==> src/rtl/uart_irq_pkg.sv <==
package uart_irq_pkg;
   localparam int unsigned NSRC = 4;
   // source index = enable bit position
   localparam int unsigned SRC_RX    = 0;
   localparam int unsigned SRC_TX    = 1;
   localparam int unsigned SRC_LINE  = 2;
   localparam int unsigned SRC_MODEM = 3;

   typedef enum logic [1:0] {
      CODE_MODEM = 2'b00,
      CODE_TX    = 2'b01,
      CODE_RX    = 2'b10,
      CODE_LINE  = 2'b11
   } irq_code_t;
endpackage

==> src/rtl/uart_irq_src.sv <==
module uart_irq_src #(
   parameter bit EDGE_SET = 1'b1
) (
   input  logic clk,
   input  logic rst_n,
   input  logic raw_i,
   input  logic clr_i,
   output logic pend_o
);
   logic raw_q;
   logic set_w;
   logic pend_q;

   always_ff @(posedge clk) begin
      if (!rst_n) raw_q <= 1'b0;
      else        raw_q <= raw_i;
   end

   generate
      if (EDGE_SET) begin : g_edge
         assign set_w = raw_i & ~raw_q;
      end else begin : g_level
         assign set_w = raw_i;
      end
   endgenerate

   always_ff @(posedge clk) begin
      if (!rst_n)     pend_q <= 1'b0;
      else if (set_w) pend_q <= 1'b1;
      else if (clr_i) pend_q <= 1'b0;
   end

   assign pend_o = pend_q;

   // an edge on the raw flag is latched by the next edge
   a_r6_latch_edge: assert property (@(posedge clk) disable iff (!rst_n)
      $rose(raw_i) |=> pend_o);
   // a clear with no competing set empties the latch
   a_r7_clear: assert property (@(posedge clk) disable iff (!rst_n)
      (clr_i && !raw_i) |=> !pend_o);
   // set wins over clear in the same cycle
   a_r10_set_wins: assert property (@(posedge clk) disable iff (!rst_n)
      (clr_i && raw_i && !raw_q) |=> pend_o);
endmodule

==> src/rtl/uart_irq_prio.sv <==
module uart_irq_prio
   import uart_irq_pkg::*;
(
   input  logic            clk,
   input  logic            rst_n,
   input  logic [NSRC-1:0] req_i,
   output irq_code_t       code_o,
   output logic            any_o
);
   always_comb begin
      if      (req_i[SRC_LINE]) code_o = CODE_LINE;
      else if (req_i[SRC_RX])   code_o = CODE_RX;
      else if (req_i[SRC_TX])   code_o = CODE_TX;
      else                      code_o = CODE_MODEM;
   end

   assign any_o = |req_i;

   // the top-ranked request always wins
   a_r4_line_top: assert property (@(posedge clk) disable iff (!rst_n)
      req_i[SRC_LINE] |-> (code_o == CODE_LINE));
   // a reported code matches an active request
   a_r4_code_valid: assert property (@(posedge clk) disable iff (!rst_n)
      (any_o && code_o == CODE_TX) |-> (req_i[SRC_TX] && !req_i[SRC_RX]));
endmodule

==> src/rtl/uart_irq_ident.sv <==
module uart_irq_ident
   import uart_irq_pkg::*;
#(
   parameter int unsigned REG_W    = 8,
   parameter int unsigned EN_W     = 4,
   parameter bit          EDGE_SET = 1'b1
) (
   input  logic             clk,
   input  logic             rst_n,
   input  logic             rx_ready_i,
   input  logic             tx_empty_i,
   input  logic             line_err_i,
   input  logic             modem_chg_i,
   input  logic             ier_wr_i,
   input  logic [REG_W-1:0] ier_wdata_i,
   input  logic             rbr_rd_i,
   input  logic             thr_wr_i,
   input  logic             iir_rd_i,
   input  logic             lsr_rd_i,
   input  logic             msr_rd_i,
   output logic             irq_o,
   output logic [REG_W-1:0] iir_o,
   output logic [REG_W-1:0] ier_o
);
   localparam int unsigned CODE_LSB = 1;
   localparam int unsigned PAD_W    = REG_W - 3;
   localparam int unsigned EN_PAD_W = REG_W - EN_W;

   generate
      if (REG_W < 4) begin : g_bad_width
         $error("REG_W must be at least 4");
      end
      if (EN_W != NSRC) begin : g_bad_en
         $error("EN_W must equal the number of interrupt sources");
      end
   endgenerate

   logic [EN_W-1:0] ier_q;
   logic [NSRC-1:0] raw_w;
   logic [NSRC-1:0] clr_w;
   logic [NSRC-1:0] pend_w;
   logic [NSRC-1:0] req_w;
   irq_code_t       code_w;
   logic            any_w;
   logic            tx_reported_w;
   logic            unused_ier_hi;

   assign unused_ier_hi = ^ier_wdata_i[REG_W-1:EN_W];

   always_ff @(posedge clk) begin
      if (!rst_n)        ier_q <= '0;
      else if (ier_wr_i) ier_q <= ier_wdata_i[EN_W-1:0];
   end

   assign raw_w[SRC_RX]    = rx_ready_i;
   assign raw_w[SRC_TX]    = tx_empty_i;
   assign raw_w[SRC_LINE]  = line_err_i;
   assign raw_w[SRC_MODEM] = modem_chg_i;

   assign tx_reported_w    = iir_rd_i & any_w & (code_w == CODE_TX);

   assign clr_w[SRC_RX]    = rbr_rd_i;
   assign clr_w[SRC_TX]    = thr_wr_i | tx_reported_w;
   assign clr_w[SRC_LINE]  = lsr_rd_i;
   assign clr_w[SRC_MODEM] = msr_rd_i;

   genvar gi;
   generate
      for (gi = 0; gi < NSRC; gi++) begin : g_src
         uart_irq_src #(.EDGE_SET(EDGE_SET)) u_src (
            .clk    (clk),
            .rst_n  (rst_n),
            .raw_i  (raw_w[gi]),
            .clr_i  (clr_w[gi]),
            .pend_o (pend_w[gi])
         );
      end
   endgenerate

   assign req_w = pend_w & ier_q;

   uart_irq_prio u_prio (
      .clk    (clk),
      .rst_n  (rst_n),
      .req_i  (req_w),
      .code_o (code_w),
      .any_o  (any_w)
   );

   assign irq_o = |req_w;
   assign iir_o = {{PAD_W{1'b0}}, code_w, ~any_w};
   assign ier_o = {{EN_PAD_W{1'b0}}, ier_q};

   // the pending flag is the inverse of the interrupt line
   a_r3_flag_vs_irq: assert property (@(posedge clk) disable iff (!rst_n)
      irq_o == !iir_o[0]);
   // a masked cause alone never raises the line
   a_r1_masked: assert property (@(posedge clk) disable iff (!rst_n)
      (ier_o[EN_W-1:0] == '0) |-> !irq_o);
   // a read that reports transmit-empty retires it
   a_r8_tx_read_clear: assert property (@(posedge clk) disable iff (!rst_n)
      (iir_rd_i && !iir_o[0] && iir_o[CODE_LSB +: 2] == CODE_TX && !tx_empty_i)
      |=> !pend_w[SRC_TX]);
   // a read reporting another cause keeps transmit-empty
   a_r8_tx_kept: assert property (@(posedge clk) disable iff (!rst_n)
      (iir_rd_i && iir_o[CODE_LSB +: 2] != CODE_TX && !thr_wr_i && pend_w[SRC_TX])
      |=> pend_w[SRC_TX]);
endmodule

==> config.mk <==
export PLATFORM = sky130hd
export DESIGN_NAME = uart_irq_ident
export DESIGN_NICKNAME = d
export VERILOG_FILES = /design/src/rtl/uart_irq_pkg.sv /design/src/rtl/uart_irq_src.sv /design/src/rtl/uart_irq_prio.sv /design/src/rtl/uart_irq_ident.sv
export SDC_FILE = /design/constraint.sdc
export NUM_CORES = 1
export LEC_CHECK = 0
export BUFFER_PORTS_ARGS = -buffer_cell sky130_fd_sc_hd__buf_2
export CORE_UTILIZATION = 40
export DETAILED_ROUTE_END_ITERATION = 6
export PLACE_DENSITY = 0.84
export SYNTH_ARGS = -nofsm -noshare
export SYNTH_HDL_FRONTEND = slang
export SYNTH_HIERARCHICAL = 1
export SYNTH_SLANG_ARGS = --single-unit
==> constraint.sdc <==
create_clock -name clk -period 1.8 [get_ports clk]
set_input_delay 0.36 -clock clk [delete_from_list [all_inputs] [get_ports clk]]
set_output_delay 0.36 -clock clk [all_outputs]
set_load 0.03 [all_outputs]
Word level (Yosys, flattened, before mapping)
Cells that the tools add are included.
W data, S select, Z words.
{"block": "totals", "regBits": 12, "output_inout_bits": 17}
{"block": "op_classes", "eq_ne": 1, "muxes": 11, "bitwise": 13, "reduce_logical": 5}
{"op": "$mux W1", "count": 9}
{"op": "$reduce_bool A2 Y1", "count": 4}
{"op": "$and A1 B1 Y1", "count": 6}
{"op": "$not A1 Y1", "count": 5}
{"op": "$and A4 B4 Y4", "count": 1}
{"op": "$mux W2", "count": 2}
{"op": "$reduce_or A4 Y1", "count": 1}
{"op": "$eq A2 B1 Y1 const B", "count": 1}
{"op": "$or A1 B1 Y1", "count": 1}

Longest topological paths before layout
Gate-level depths: netlist of the first run.
{"block": "logic_depth", "depth_word": 9, "ltp_mapped": 6, "ltp_nobuf": 6}

Modules after synthesis
Netlist of the first run, hierarchy kept.
{"module": "uart_irq_src", "instances": 4, "cells_per_inst": 6, "area_each_um2": 70.1}
{"module": "uart_irq_ident", "instances": 1, "cells_per_inst": 31, "area_each_um2": 276.5}
{"module": "uart_irq_prio", "instances": 1, "cells_per_inst": 4, "area_each_um2": 23.8}

Least setup slack after synthesis of the first run
No wires, ideal clock.
{"block": "synth_path", "kind": "flip-flop to output port", "startpoint": "reg ier_q[0]", "endpoint": "out iir_o[0]", "t_arrival_ns": 1.506, "path_slack_ns": -0.066, "path_stages_with_launch": 5, "n_path_buf": 0, "cell_sequence": "dfxtp_1 and2_4 or2_1 or3_1 inv_1"}
{"block": "synth_between", "elab_chain_len": 3}
{"element": "start: declaration", "line": "uart_irq_ident.sv:38", "rtl": "logic [EN_W-1:0] ier_q;"}
{"element": "start signal: assignment", "line": "uart_irq_ident.sv:52", "rtl": "else if (ier_wr_i) ier_q <= ier_wdata_i[EN_W-1:0];"}
{"element": "$and A4 B4 Y4", "line": "uart_irq_ident.sv:80", "rtl": "assign req_w = pend_w & ier_q;"}
{"element": "via req_w[0]", "line": "uart_irq_ident.sv:42", "rtl": "logic [NSRC-1:0] req_w;"}
{"element": "$reduce_or A4 Y1", "line": "uart_irq_prio.sv:17", "rtl": "assign any_o = |req_i;"}
{"element": "via any_w", "line": "uart_irq_ident.sv:44", "rtl": "logic any_w;"}
{"element": "$not A1 Y1", "line": "uart_irq_ident.sv:91", "rtl": "assign iir_o = {{PAD_W{1'b0}}, code_w, ~any_w};"}
{"element": "end: declaration", "line": "uart_irq_ident.sv:22", "rtl": "output logic [REG_W-1:0] iir_o,"}
The timed path passes the listed nets, and every way through them passes these cells.

Worst setup path in the final report of the first run
{"block": "layout_path", "startpoint": "reg g_src[0].u_src.pend_q", "endpoint": "out iir_o[0]"}
{"block": "layout_between", "elab_chain_len": 3}
{"element": "start: declaration", "line": "uart_irq_src.sv:12", "rtl": "logic pend_q;"}
{"element": "start signal: assignment", "line": "uart_irq_src.sv:28", "rtl": "if (!rst_n) pend_q <= 1'b0;"}
{"element": "start signal: assignment", "line": "uart_irq_src.sv:29", "rtl": "else if (set_w) pend_q <= 1'b1;"}
{"element": "start signal: assignment", "line": "uart_irq_src.sv:30", "rtl": "else if (clr_i) pend_q <= 1'b0;"}
{"element": "$and A4 B4 Y4", "line": "uart_irq_ident.sv:80"}
{"element": "via req_w[0]", "line": "uart_irq_ident.sv:42"}
{"element": "$reduce_or A4 Y1", "line": "uart_irq_prio.sv:17"}
{"element": "via any_w", "line": "uart_irq_ident.sv:44"}
{"element": "$not A1 Y1", "line": "uart_irq_ident.sv:91"}
The timed path passes the listed nets, and every way through them passes these cells.

==> impl_metrics.py, run 1 <==
metrics = {
    "run_status": {
        "status": "finished with violations",
        "violations": "setup timing",
    },
    "layout": {
        "fin_area_sq_um": 722,
        "nets": 105,
        "area_growth_syn_to_layout_pct": 24.4,
        "finalNonFillerCells": 98,
        "drive_gt1_share_pct": 47.0,
        "diodes": 0,
    },
    "pwr": {
        "ir_drop_v": 0.000518,
        "power_density_mw_per_mm2": 786,
        "power_leakage_nw": 0.367,
    },
    "synth": {
        "ys_ff_latch": 12,
        "ys_types": 16,
        "syn_avg_cell_area_sq_um": 9.84,
        "yosysWarnings": 6,
        "synth_cells": 59,
        "yosysSeqAreaShare_pct": 41.4,
        "synthesis.area_sq_um": 581,
    },
    "routing": {
        "met2WireLength_um": 428,
        "top_layer": "met4",
        "wl_met3_um": 76,
        "ant_nets": 0,
        "wl_per_cell_um": 8.82,
        "wl_met1_um": 346,
        "drt_iter0_drc": 1,
        "via_count": 431,
        "drc": 0,
        "first_pass_iters": 2,
        "viasPerCell": 4.40,
        "wirelength_um": 864,
    },
    "critical_path": {
        "cpPeakStageDelay_ps": 330,
        "critical_path.endpoint_type": "output port",
        "path_cells": "and2_4 -> or2_4 -> or3_4 -> inv_2 -> buf_6",
        "crit_family": "simple AND/OR/NAND/NOR gates",
        "path_class": "flip-flop to output port",
        "slowest_stage": "or3_4",
        "worstPathRequired_ps": 1440,
        "worst-path-buf-inv": 2,
        "startpoint_type": "flip-flop",
        "cp_max_fo": 3,
        "arrival_ps": 1490,
    },
    "timing": {
        "slew_violations": 0,
        "fmax_mhz": 541,
        "setup_viol": 1,
        "rsz0062_at_grt": "yes",
        "fin_crit_ps": 1850,
        "period_share_pct": 103,
        "finalClockSkew_ps": 0.699,
        "fin_ws_ps": -48.0,
        "hold_violations": 0,
    },
    "placement": {
        "portBuffers": 23,
        "place_inst": 95,
        "gp_congestion": 0.647,
        "place_hpwl_um": 711,
        "place_area_sq_um": 676,
    },
    "clock_tree": {
        "cts_tree": "yes",
        "cts_buffer_depth": 2,
        "cts-root-buf": "clkbuf_4",
        "htreeDepth": 1,
        "clock_sinks": 12,
        "postCtsSetupBuffers": 0,
        "insertion_delay_ps": 260,
        "cts_buffers": 3,
        "clkTransAtPathRegs_ps": 60,
    },
    "global_routing": {
        "grt_pass1_wl_um": 1300,
        "overflow": 0,
        "grt_usage_pct": 12.7,
        "grt_start_max_net_pins": 13,
        "grt_pass1_vias": 346,
        "antenna_found_initial": 0,
    },
    "floorplanning": {
        "die_w_um": 40.1,
        "dieHeight_um": 40.1,
        "io_pins": 37,
        "fp.dieArea_sq_mm": 0.00161,
        "std_cell_rows": 13,
        "start_util_pct": 44.1,
        "core_sq_mm": 0.00132,
    },
    "job": {
        "max_cap_violations": 0,
    },
    "hold_path": {
        "min_path_type": "input pin to flip-flop",
    },
}
[power breakdown]
| group | total, mW | leakage (nW) | switching (mW) | internal, mW |
|---|---|---|---|---|
| Clock | 0.152 | 0.0138 | 0.0745 | 0.0771 |
| Combinational | 0.126 | 0.253 | 0.0745 | 0.0516 |
| Sequential | 0.290 | 0.101 | 0.00713 | 0.283 |
[cell families (layout without fill, tap and decap cells)]
family | after synthesis | count (layout) | synth area share (%)
multiplexers | 4 | 4 | 6.90
other | 1 | 9 | 0.646
AO/OA/AOI/OAI | 6 | 6 | 10.8
AND/OR/NAND/NOR | 23 | 23 | 26.1
flip-flops | 12 | 12 | 41.4
buffers and inverters | 13 | 29 | 14.2
[layer usage]
metal  vias to the layer above  track usage (%)
met5                         -                0
met4                         0             12.9
met3                         2             1.67
met2                        26             20.2
met1                       184             14.0
li1                        219                -
[final cells by class]
class | instances | area, sq um
Fill cell | 129 | 596
Multi-Input combinational cell | 42 | 298
Sequential cell | 12 | 244
Timing Repair Buffer | 23 | 128
Clock buffer | 3 | 22.5
Tap cell | 15 | 18.8
Inverter | 3 | 11.3
[flip-flops by register name (all words and copies together), names as in the netlist]
signal,cells
g_src.u_src/pend_o,4
g_src.u_src/raw_q,4
ier_q,4
[Yosys cell counts (all sizes together)]
cell type | n | area, sq um
a21boi | 4 | 45.0
a21o | 1 | 7.51
a41o | 1 | 10.0
and2 | 8 | 52.6
buf | 9 | 67.6
clkbuf | 1 | 3.75
conb | 1 | 3.75
dfxtp | 12 | 240
inv | 3 | 11.3
mux2i | 4 | 40.0
nand2b | 8 | 50.1
nor2b | 4 | 25.0
or2 | 1 | 6.26
or3 | 1 | 6.26
or4 | 1 | 11.3
[final timing paths]
check                                                        start                            endpoint  slack (ps)  cells after the start
worst min register to register  g_src[1].u_src/pend_o$_SDFFE_PN0P_  g_src[1].u_src/pend_o$_SDFFE_PN0P_         470                      2
worst max register to register  g_src[0].u_src/pend_o$_SDFFE_PN0P_  g_src[1].u_src/pend_o$_SDFFE_PN0P_         260                      6
worst max-delay path            g_src[0].u_src/pend_o$_SDFFE_PN0P_                            iir_o[0]         -50                      5
worst min-delay path                                    tx_empty_i     g_src[1].u_src/raw_q$_SDFF_PN0_         310                      2
[timing repair]
item,4_1_cts,5_1_grt
setup endpoints to repair,2,2
cloned,0,0
hold buffers,0,0
resized for setup,5,5
[placed cells by master, fill, tap and decap left out, types with 2 or more instances in the layout]
master,instances
a21boi_2,4
mux2i_1,4
inv_1,2
conb_1,9
buf_6,2
clkbuf_4,3
nand2b_1,8
buf_2,21
and2_1,6
nor2b_1,4
and2_4,2
dfxtp_1,9
dfxtp_2,3
[stage by stage]
stage | setup TNS (ps) | power, mW | util (%) | setup WS (ps) | hold slack, ps
3_5_place_dp | 0 | 0.414 | 51.3 | 143 | 467
4_1_cts | -61.5 | 0.575 | 54.1 | -61.5 | 302
3_3_place_gp | 0 | 0.412 | 51.3 | 164 | 463
6_report | -48.0 | 0.567 | 54.8 | -48.0 | 312
5_1_grt | -97.3 | 0.597 | 54.8 | -97.3 | 310
2_1_floorplan | 0 | 0.396 | - | 81.4 | 450
Note: power is estimated with default switching activity, not from simulation.
==> run 2: changes to the inputs <==
CORE_ASPECT_RATIO = 0.9   (was not set)
SETUP_SLACK_MARGIN = 0.3   (was not set)
SKIP_CTS_REPAIR_TIMING = 1   (was not set)
==> run 2 against run 1 <==
Compared with the run above: the run still ends with setup timing left; core utilization increased by 5.9 points; critical path depth is the same; sequential share of layout area decreased by 1.8 points; highest routed layer is now met3.
==> impl_metrics.py, run 2 (same netlist as run 1, synthesis figures left out) <==
metrics = {
    "run_status": {
        "status": "finished with violations",
        "violations": "setup timing",
    },
    "hold_path": {
        "min_from": "tx_empty_i",
        "min_path_type": "input pin to flip-flop",
    },
    "critical_path": {
        "worstReg2RegStart": "ier_q[0]$_SDFFE_PN0P_",
        "worstPathRequired_ps": 1440,
        "critical_path.endpoint_type": "output port",
        "startpoint_type": "flip-flop",
        "critPathLaunch": "ier_q[0]$_SDFFE_PN0P_",
        "path_class": "flip-flop to output port",
        "arrival_ps": 1490,
        "cp_max_fo": 3,
    },
    "timing": {
        "hold_violations": 0,
        "setup_viol": 1,
        "fmax_mhz": 540,
        "fin_ws_ps": -50.8,
        "finalClockSkew_ps": 1.09,
        "period_share_pct": 103,
        "slew_violations": 0,
        "fin_crit_ps": 1850,
        "rsz0062_at_grt": "yes",
    },
    "layout": {
        "final_cell_mix": "19 x buf_2, 9 x conb_1, 8 x dfxtp_1, 7 x nand2b_1, 6 x and2_1",
        "nFillCells": 118,
        "final_common_cell": "buf_2",
        "area_growth_syn_to_layout_pct": 34.9,
        "nets": 108,
        "finalNonFillerCells": 101,
        "diodes": 0,
        "drive_gt1_share_pct": 51.7,
        "final_core_util_pct": 60.7,
    },
    "routing": {
        "ant_nets": 0,
        "viasPerCell": 4.37,
        "drt_iter0_drc": 4,
        "first_pass_iters": 2,
        "via_count": 441,
        "drc": 0,
        "wirelength_um": 897,
        "wl_per_cell_um": 8.88,
    },
    "global_routing": {
        "grt_usage_pct": 12.7,
        "met1_usage_pct": 12.5,
        "antenna_found_initial": 0,
        "overflow": 0,
        "grtUsageMet3_pct": 3.30,
        "grt_start_max_net_pins": 13,
        "use_met2_pct": 22.7,
        "busiest_layer": "met2",
        "grt_pass1_wl_um": 1460,
        "grt_pass1_vias": 390,
    },
    "floorplanning": {
        "io_pins": 37,
        "dieHeight_um": 38.1,
        "core_sq_mm": 0.00129,
        "start_util_pct": 45.0,
        "die_w_um": 42.2,
        "std_cell_rows": 12,
        "fp.dieArea_sq_mm": 0.00161,
    },
    "placement": {
        "portBuffers": 23,
        "place_inst": 94,
        "pre_cts_ws_ps": 155,
        "gp_congestion": 0.659,
    },
    "clock_tree": {
        "htreeDepth": 1,
        "cts-root-buf": "clkbuf_4",
        "clkTransAtPathRegs_ps": 70,
        "cts_buffer_depth": 2,
        "insertion_delay_ps": 270,
        "cts_tree": "yes",
        "clock_sinks": 12,
        "cts_buffers": 3,
    },
    "pwr": {
        "p_int_mw": 0.463,
        "ir_drop_v": 0.000496,
        "power_leakage_nw": 0.398,
        "clock_power_share_pct": 33.0,
        "power.switching_mw": 0.170,
        "swShare_pct": 26.9,
        "seq_power_share_pct": 45.6,
        "pwr-share-comb_pct": 21.4,
        "power_density_mw_per_mm2": 808,
    },
    "job": {
        "max_cap_violations": 0,
    },
}
-- run 2: routing by layer --
layer	routed length (um)	vias up
li1	-	227
met1	396	190
met2	433	24
met3	68	0
met4	0	0
met5	0	-
-- run 2: layout make-up --
| class | count | area, sq um | share of cell area, % |
|---|---|---|---|
| timing repair buffer | 26 | 163 | 20.8 |
| clock buffer | 4 | 36.3 | 4.63 |
| multi-input combinational | 42 | 305 | 39.0 |
| inverter | 3 | 11.3 | 1.44 |
| tap | 14 | 17.5 | 2.24 |
| sequential | 12 | 250 | 31.9 |
-- run 2: power by group through the flow --
stage	clock network (mW)	registers, mW	logic (mW)
detailed placement	0	0.294	0.122
floorplan	0	0.303	0.0940
finish	0.209	0.289	0.136
CTS	0.218	0.288	0.122
global route	0.228	0.291	0.147
global placement	0	0.293	0.119
-- run 2: path summary, 6_finish.rpt --
check	endpoint	slack (ps)	depth (start not counted)
setup / recovery	iir_o[0]	-50	5
setup reg to reg	g_src[1].u_src/pend_o$_SDFFE_PN0P_	220	6
hold reg to reg	g_src[1].u_src/pend_o$_SDFFE_PN0P_	470	2
hold / removal	g_src[1].u_src/raw_q$_SDFF_PN0_	310	2
-- run 2: worst max-delay path, cell delays in order (launching register included) --
cell and delay, ps:
dfxtp_4 340, and2_4 130, or2_4 240, or3_4 330
inv_2 60, buf_6 120
-- run 2: through the flow --
| stage | instance area [sq um] | power [mW] | setup TNS [ps] | hold slack (ps) |
|---|---|---|---|---|
| 3_5_place_dp | 687 | 0.415 | 0 | 472 |
| 2_1_floorplan | 626 | 0.397 | 0 | 450 |
| 5_1_grt | 783 | 0.665 | -132 | 297 |
| 6_report | 783 | 0.633 | -50.8 | 307 |
| 4_1_cts | 723 | 0.628 | -195 | 297 |
| 3_3_place_gp | 687 | 0.412 | 0 | 458 |
